--- config.mk ---
export PLATFORM = sky130hd
export DESIGN_NAME = rlb_block
export DESIGN_NICKNAME = d
export VERILOG_FILES = /design/src/rtl/rlb_pkg.sv /design/src/rtl/rlb_delay_tap.sv /design/src/rtl/rlb_lut.sv /design/src/rtl/rlb_cfg_store.sv /design/src/rtl/rlb_block.sv
export SDC_FILE = /design/constraint.sdc
export NUM_CORES = 1
export LEC_CHECK = 0
export BUFFER_PORTS_ARGS = -buffer_cell sky130_fd_sc_hd__buf_2
export CAP_MARGIN = 30
export CORE_MARGIN = 2
export CORE_UTILIZATION = 29
export DETAILED_ROUTE_END_ITERATION = 8
export GPL_TIMING_DRIVEN = 0
export PLACE_DENSITY = 0.45
export SLEW_MARGIN = 20
export SYNTH_ARGS = -nofsm -noshare
export SYNTH_HDL_FRONTEND = slang
export SYNTH_HIERARCHICAL = 1
export SYNTH_SLANG_ARGS = --single-unit
--- constraint.sdc ---
create_clock -name clk -period 3.5 [get_ports clk]
set_input_delay 0.35 -clock clk [delete_from_list [all_inputs] [get_ports clk]]
set_output_delay 0.35 -clock clk [all_outputs]
set_load 0.005 [all_outputs]
--- src/rtl/rlb_pkg.sv ---
`timescale 1ns/1ps
package rlb_pkg;
  typedef enum logic {
    MODE_TABLE = 1'b0,
    MODE_DUAL  = 1'b1
  } rlb_mode_e;
endpackage

--- src/rtl/rlb_delay_tap.sv ---
`timescale 1ns/1ps
// One input chain: CHAIN_DEPTH shift stages and a tap selector (0 = bypass).
module rlb_delay_tap #(
  parameter int CHAIN_DEPTH = 4,
  parameter int SEL_W       = 3
) (
  input  logic             clk,
  input  logic             clr,
  input  logic             d,
  input  logic [SEL_W-1:0] sel,
  output logic             q
);
  logic [CHAIN_DEPTH-1:0] stg;

  always_ff @(posedge clk) begin
    if (clr) begin
      stg <= '0;
    end else begin
      stg[0] <= d;
      for (int k = 1; k < CHAIN_DEPTH; k++) begin
        stg[k] <= stg[k-1];
      end
    end
  end

  always_comb begin
    q = d;
    for (int k = 1; k <= CHAIN_DEPTH; k++) begin
      if (sel == SEL_W'(k)) q = stg[k-1];
    end
  end
endmodule

--- src/rtl/rlb_lut.sv ---
`timescale 1ns/1ps
module rlb_lut #(
  parameter int LUT_K = 4,
  parameter int TT_W  = 16
) (
  input  logic [TT_W-1:0]  truth,
  input  logic [LUT_K-1:0] idx,
  output logic             f
);
  assign f = truth[idx];
endmodule

--- src/rtl/rlb_cfg_store.sv ---
`timescale 1ns/1ps
module rlb_cfg_store #(
  parameter int LUT_K       = 4,
  parameter int CHAIN_DEPTH = 4,
  parameter int SEL_W       = 3,
  parameter int TT_W        = 16
) (
  input  logic                   clk,
  input  logic                   rst,
  input  logic                   cfg_en,
  input  logic                   cfg_we,
  input  logic [TT_W-1:0]        wr_truth,
  input  logic [LUT_K*SEL_W-1:0] wr_sel,
  input  logic                   wr_oreg,
  input  rlb_pkg::rlb_mode_e     wr_mode,
  output logic [TT_W-1:0]        act_truth,
  output logic [LUT_K*SEL_W-1:0] act_sel,
  output logic                   act_oreg,
  output rlb_pkg::rlb_mode_e     act_mode,
  output logic                   wr_nack
);
  logic [LUT_K-1:0] over;
  logic             wr_try;
  logic             wr_ok;

  for (genvar i = 0; i < LUT_K; i++) begin : g_range
    assign over[i] = ({1'b0, wr_sel[i*SEL_W +: SEL_W]} > (SEL_W+1)'(CHAIN_DEPTH));
  end

  assign wr_try = cfg_en & cfg_we;
  assign wr_ok  = wr_try & ~(|over);

  always_ff @(posedge clk) begin
    if (rst) begin
      act_truth <= '0;
      act_sel   <= '0;
      act_oreg  <= 1'b0;
      act_mode  <= rlb_pkg::MODE_TABLE;
      wr_nack   <= 1'b0;
    end else begin
      if (wr_ok) begin
        act_truth <= wr_truth;
        act_sel   <= wr_sel;
        act_oreg  <= wr_oreg;
        act_mode  <= wr_mode;
      end
      wr_nack <= wr_try & (|over);
    end
  end
endmodule

--- src/rtl/rlb_block.sv ---
`timescale 1ns/1ps
module rlb_block #(
  parameter int LUT_K       = 4,
  parameter int CHAIN_DEPTH = 4,
  localparam int SEL_W      = $clog2(CHAIN_DEPTH + 1),
  localparam int TT_W       = 1 << LUT_K,
  localparam int N_LANE     = LUT_K / 2
) (
  input  logic                   clk,
  input  logic                   rst,
  input  logic [LUT_K-1:0]       din,
  input  logic                   cfg_en,
  input  logic                   cfg_we,
  input  logic [TT_W-1:0]        cfg_truth,
  input  logic [LUT_K*SEL_W-1:0] cfg_delay,
  input  logic                   cfg_oreg,
  input  logic                   cfg_dual,
  output logic [N_LANE-1:0]      blk_out,
  output logic                   cfg_nack
);
  import rlb_pkg::*;

  logic [TT_W-1:0]        act_truth;
  logic [LUT_K*SEL_W-1:0] act_sel;
  logic                   act_oreg;
  rlb_mode_e              act_mode;
  logic                   act_dual;
  rlb_mode_e              wr_mode;
  logic                   chain_clr;
  logic [LUT_K-1:0]       tap_in;
  logic [LUT_K-1:0]       tap_q;
  logic                   lut_f;
  logic [N_LANE-1:0]      lane_pre;
  logic [N_LANE-1:0]      lane_q;

  assign wr_mode   = cfg_dual ? MODE_DUAL : MODE_TABLE;
  assign act_dual  = (act_mode == MODE_DUAL);
  assign chain_clr = rst | cfg_en;

  rlb_cfg_store #(
    .LUT_K(LUT_K), .CHAIN_DEPTH(CHAIN_DEPTH), .SEL_W(SEL_W), .TT_W(TT_W)
  ) u_cfg (
    .clk(clk), .rst(rst), .cfg_en(cfg_en), .cfg_we(cfg_we),
    .wr_truth(cfg_truth), .wr_sel(cfg_delay), .wr_oreg(cfg_oreg), .wr_mode(wr_mode),
    .act_truth(act_truth), .act_sel(act_sel), .act_oreg(act_oreg), .act_mode(act_mode),
    .wr_nack(cfg_nack)
  );

  // Odd chains follow their even neighbour in dual mode.
  for (genvar i = 0; i < LUT_K; i++) begin : g_chain
    if (i % 2 == 1) begin : g_odd
      assign tap_in[i] = act_dual ? tap_q[i-1] : din[i];
    end else begin : g_even
      assign tap_in[i] = din[i];
    end
    rlb_delay_tap #(.CHAIN_DEPTH(CHAIN_DEPTH), .SEL_W(SEL_W)) u_tap (
      .clk(clk), .clr(chain_clr), .d(tap_in[i]),
      .sel(act_sel[i*SEL_W +: SEL_W]), .q(tap_q[i])
    );
  end

  rlb_lut #(.LUT_K(LUT_K), .TT_W(TT_W)) u_lut (
    .truth(act_truth), .idx(tap_q), .f(lut_f)
  );

  for (genvar j = 0; j < N_LANE; j++) begin : g_lane
    if (j == 0) begin : g_first
      assign lane_pre[j] = act_dual ? tap_q[2*j+1] : lut_f;
    end else begin : g_rest
      assign lane_pre[j] = act_dual ? tap_q[2*j+1] : 1'b0;
    end
  end

  always_ff @(posedge clk) begin
    if (chain_clr) lane_q <= '0;
    else           lane_q <= lane_pre;
  end

  assign blk_out = cfg_en ? '0 : (act_oreg ? lane_q : lane_pre);
endmodule

==> After elaboration in Yosys (flattened, before gate mapping) <==
Index checks and enable logic that the tools add are counted.
{ "op_classes": {"magnitude_cmp": 5, "mux": 25, "reduce_logical": 1, "bitwise": 5, "eq_ne": 16} }
{ "ops": {"columns": ["operator", "n"], "rows": [
  ["$eq A3 B2 Y1 const B", 8],
  ["$mux W1", 22],
  ["$eq A3 B1 Y1 const B", 4],
  ["$eq A3 B3 Y1 const B", 4],
  ["$gt A3 B3 Y1 const B", 4],
  ["$lt A4 B5 Y1 const B", 1],
  ["$bmux W1 S4", 1],
  ["$mux W2", 2],
  ["$reduce_or A4 Y1", 1],
  ["$and A1 B1 Y1", 3],
  ["$not A1 Y1", 1],
  ["$or A1 B1 Y1", 1]
]} }
{ "totals": {"output_inout_bits": 3, "reg_bits": 49} }

==> Depth between registers and ports, before layout <==
{ "logic_depth": {"depth_word": 15, "depth_mapped": 12, "ltp_nobuf": 12} }

==> Cells and area by module <==
The synthesis kept the hierarchy.
{ "by_module_without_submodules": {"columns": ["module", "cells_each", "instances", "area_per_inst_um2"], "rows": [
  ["rlb_cfg_store", 138, 1, 1452.6],
  ["rlb_delay_tap", 16, 4, 161.4],
  ["rlb_lut", 7, 1, 135.1],
  ["rlb_block", 15, 1, 128.9]
]} }

==> Worst setup path after synthesis <==
No wires, ideal clock.
{ "synth_timing": {"kind": "reg-to-output", "startpoint": "register u_cfg.act_sel[2]", "endpoint": "output port blk_out[0]", "required_ns": 3.150, "arrival_ns": 2.240, "setup_slack_ns": 0.910, "n_path_buf": 0, "stages_incl_launch_ff": 10, "cell_sequence": "dfxtp_1 > inv_1 > o311a_1 > mux2_2 > o311a_1 > mux4_1 > mux2i_1 > mux2i_1 > mux2i_1 > a211oi_2"} }
{ "synth_via": {"elab_chain_len": 15, "elab_cells_between_ends": 18, "cone_classes": "4 x eq/ne; 14 x mux"} }
{ "synth_lines": {"columns": ["element", "line", "source"], "rows": [
  ["from (decl)", "rlb_cfg_store.sv:17", "output logic [LUT_K*SEL_W-1:0] act_sel,"],
  ["from (signal assigned)", "rlb_cfg_store.sv:43", "act_sel <= wr_sel;"],
  ["$eq A3 B1 Y1", "rlb_delay_tap.sv:29", "if (sel == SEL_W'(k)) q = stg[k-1];"],
  ["$mux W1 (3 in series)", "rlb_delay_tap.sv:29", null],
  ["$mux W1 (*)", "rlb_delay_tap.sv:29", null],
  ["via tap_q[0]", "rlb_block.sv:31", "logic [LUT_K-1:0] tap_q;"],
  ["$mux W1 (*)", "rlb_block.sv:52", "assign tap_in[i] = act_dual ? tap_q[i-1] : din[i];"],
  ["via tap_in[1]", "rlb_block.sv:30", "logic [LUT_K-1:0] tap_in;"],
  ["$mux W1 (*) (4 in series)", "rlb_delay_tap.sv:29", null],
  ["via tap_q[1]", "rlb_block.sv:31", null],
  ["$bmux W1 S4 (*)", "rlb_lut.sv:10", "assign f = truth[idx];"],
  ["$mux W1 (not written as such) (*)", "rlb_lut.sv:10", null],
  ["via lut_f", "rlb_block.sv:32", "logic lut_f;"],
  ["$mux W1 (*)", "rlb_block.sv:68", "assign lane_pre[j] = act_dual ? tap_q[2*j+1] : lut_f;"],
  ["$mux W2 (*) (2 in series)", "rlb_block.sv:79", "assign blk_out = cfg_en ? '0 : (act_oreg ? lane_q : lane_pre);"],
  ["to (decl)", "rlb_block.sv:18", "output logic [N_LANE-1:0] blk_out,"]
]} }
Mark *: on every way through the listed nets, which the timed path passes. The rest lies on a longest branch. The select of a mux whose other input is x is not followed.

==> Final worst setup path <==
{ "layout_timing": {"startpoint": "register u_cfg.act_sel[1]", "endpoint": "output port blk_out[0]"} }
The elaborated chain is that of the path after synthesis.

==> flow_metrics.tcl <==
set metrics [dict create \
    setup_viol 0 \
    cp-start-kind "register" \
    crit_buf_inv 1 \
    cts.sinks 49 \
    crit_family "multiplexers" \
    cts_root_buffer "clkbuf_8" \
    grt_start_max_net_pins 19 \
    relSlewSlack 0.683 \
    fin_skew_ns 0.00896 \
    final_util 0.359 \
    synth_top_area_frac 0.415 \
    outcome "finished clean" \
    cp.arrival_ns 2.93 \
    synthCells 224 \
    drt_wl_total_um 5290 \
    grt_pass1_wl_um 8700 \
    path_cells "nor4b_2, a31oi_1, o311a_4, mux2_2, o311a_4, mux4_1, mux2i_1, mux2i_1, mux2i_1, a211oi_2, buf_2" \
    cts.clk_slew.worst_paths_ns 0.09 \
    vias_per_cell 4.42 \
    rows 32 \
    grt.total_usage 0.132 \
    fin_nets 309 \
    overflow 0 \
    yosys-top-cells-area "dfxtp_1, mux2i_1, nand2b_1" \
    antenna_left 0 \
    start_util 0.303 \
    tritoncts "yes" \
    fin_crit_sh 0.938 \
    wl_per_cell_um 14.2 \
    dieArea_um2 8880 \
    ys.flop_type "dfxtp_1" \
    dieHeight_um 94.3 \
    gp_congestion 0.723 \
    yosysTopAreaCell "dfxtp_1" \
    cpPeakStageDelay_ns 0.41 \
    worstMarginPinSlew_ns 0.476 \
    ios 41 \
    dr.pass1.iters 4 \
    die_w_um 94.3 \
    p_leak_uw 0.00101 \
    seq_area_frac_synth 0.415 \
    ir_worst_vdd_uv 172 \
    synthToLayoutAreaGrowth_pct 18.7 \
    end_kind "primary output" \
    powerDensity_nw_per_um2 364 \
    power_uw 1020 \
    drive_gt1_frac 0.239 \
    diodes 0 \
    maxSlewViolCount 0 \
    port_buffers 40 \
    ys_ff_latch 49 \
    dp_hpwl_um 3750 \
    syn-num-nets 262 \
    cts_setup_buffers 0 \
    first_iter_violations 46 \
    clockBufferDepth 2 \
    max_freq_mhz 305 \
    synth.distinct_cells 24 \
    period_needed_ns 3.28 \
    synth-async-reset-ratio 0 \
    setup_tns_ns 0 \
    drcViolationCount 0 \
    cp.required_ns 3.15 \
    crit_top_cell "mux2i_1" \
    htree_levels 2 \
    maxCapViolCount 0 \
    finalHoldViolCount 0 \
    criticalPathCategory "reg -> out" \
    vias 1654 \
    syn-cell-area_um2 2360 \
    grt_pass1_vias 1631 \
    placed_area_um2 2690 \
    cp_slowest_cell "o311a_4" \
    clock_latency_ns 0.30 \
    min_path_type "in -> reg" \
    antenna_found_initial 0 \
    post_cts_resized 1 \
    rsz0062_at_grt "no" \
    holdBufCountCts 0 \
    yosysWarnings 6 \
    numCtsBuffers 5 \
    final_area_um2 2800 \
    avgSynthCellArea_um2 10.5 \
    synth-edff-count 0 \
    crit_path_max_fanout 5 \
    core_area_um2 7810 \
]
[where the power goes]
group          switching, µW  leakage, µW  internal [µW]  total, µW
Clock                    191    0.0000450            139        330
Combinational           56.8     0.000566           61.2        118
Sequential              6.67     0.000397            567        574
Total                    254      0.00101            767       1020
[layout make-up]
type	count	area (µm²)
clock buffers	6	72.6
plain buffers	9	82.6
multi-input cells	161	1310
fillers	836	5000
repair buffers	40	200
inverters	5	18.8
clock inverters	2	10.0
well taps	102	128
flip-flops and latches	49	983
[registers in the layout, indices dropped and copies added, names as in the netlist]
signal and flops:
u_cfg/act_mode 1, u_cfg/act_sel 12, u_cfg/act_oreg 1, g_chain.u_tap/stg 16, u_cfg/wr_nack 1, u_cfg/act_truth 16, lane_q 2
[Yosys cell counts (2+ instances only)]
| cell | number |
|---|---|
| a31oi_1 | 4 |
| buf_12 | 3 |
| clkbuf_1 | 6 |
| dfxtp_1 | 49 |
| inv_1 | 5 |
| mux2_2 | 2 |
| mux2i_1 | 42 |
| mux4_1 | 4 |
| nand2_1 | 7 |
| nand2b_1 | 58 |
| nor2_1 | 6 |
| nor2b_1 | 17 |
| nor4b_1 | 4 |
| o21ai_2 | 3 |
| o311a_1 | 4 |
| or2b_1 | 2 |
[final timing paths]
check / endpoint / slack (ns) / startpoint / cells past startpoint
setup / recovery: blk_out[0] / 0.22 / u_cfg/act_sel[1] / 11
hold reg to reg: g_chain[3].u_tap/stg[2] / 0.47 / g_chain[3].u_tap/stg[1] / 1
setup reg to reg: lane_q[0] / 0.95 / u_cfg/act_sel[0] / 12
hold / removal: g_chain[2].u_tap/stg[0] / 0.30 / din[2] / 2
[per-stage QoR]
step | cells | setup WS [ns] | hold WS [ns]
detailed placement | 366 | 0.274 | 0.448
global route | 374 | 0.0146 | 0.280
global placement | 366 | 0.270 | 0.448
floorplan | 224 | 0.910 | 0.437
CTS | 374 | 0.0362 | 0.285
finish | 374 | 0.217 | 0.296
[metal layers]
metal,vias up,track usage,wire [µm]
met5,-,0,0
li1,863,-,-
met1,752,0.182,2700
met2,31,0.203,2330
met3,8,0.0273,179
met4,0,0.0471,79
[cells in the final DEF, fill, tap and decap left out, types with 3 or more instances in the layout]
master and n:
inv_1 5, nor2b_1 17, nor2_1 6, mux4_1 4, clkbuf_1 7, clkbuf_8 5, dfxtp_1 47, nor4b_1 3
nand2b_1 58, nand2_1 7, mux2i_1 42, buf_12 3, buf_2 40, a31oi_1 4, o21ai_2 3
[kinds of logic after synthesis]
| logic type | after synthesis | share of synthesized area |
|---|---|---|
| and+or+nand+nor | 99 | 0.262 |
| DFF | 49 | 0.415 |
| muxes | 48 | 0.232 |
| AOI/OAI and AO/OA | 14 | 0.0482 |
| buffers and inverters | 14 | 0.0429 |
Note: power is estimated with default switching activity, not from simulation.
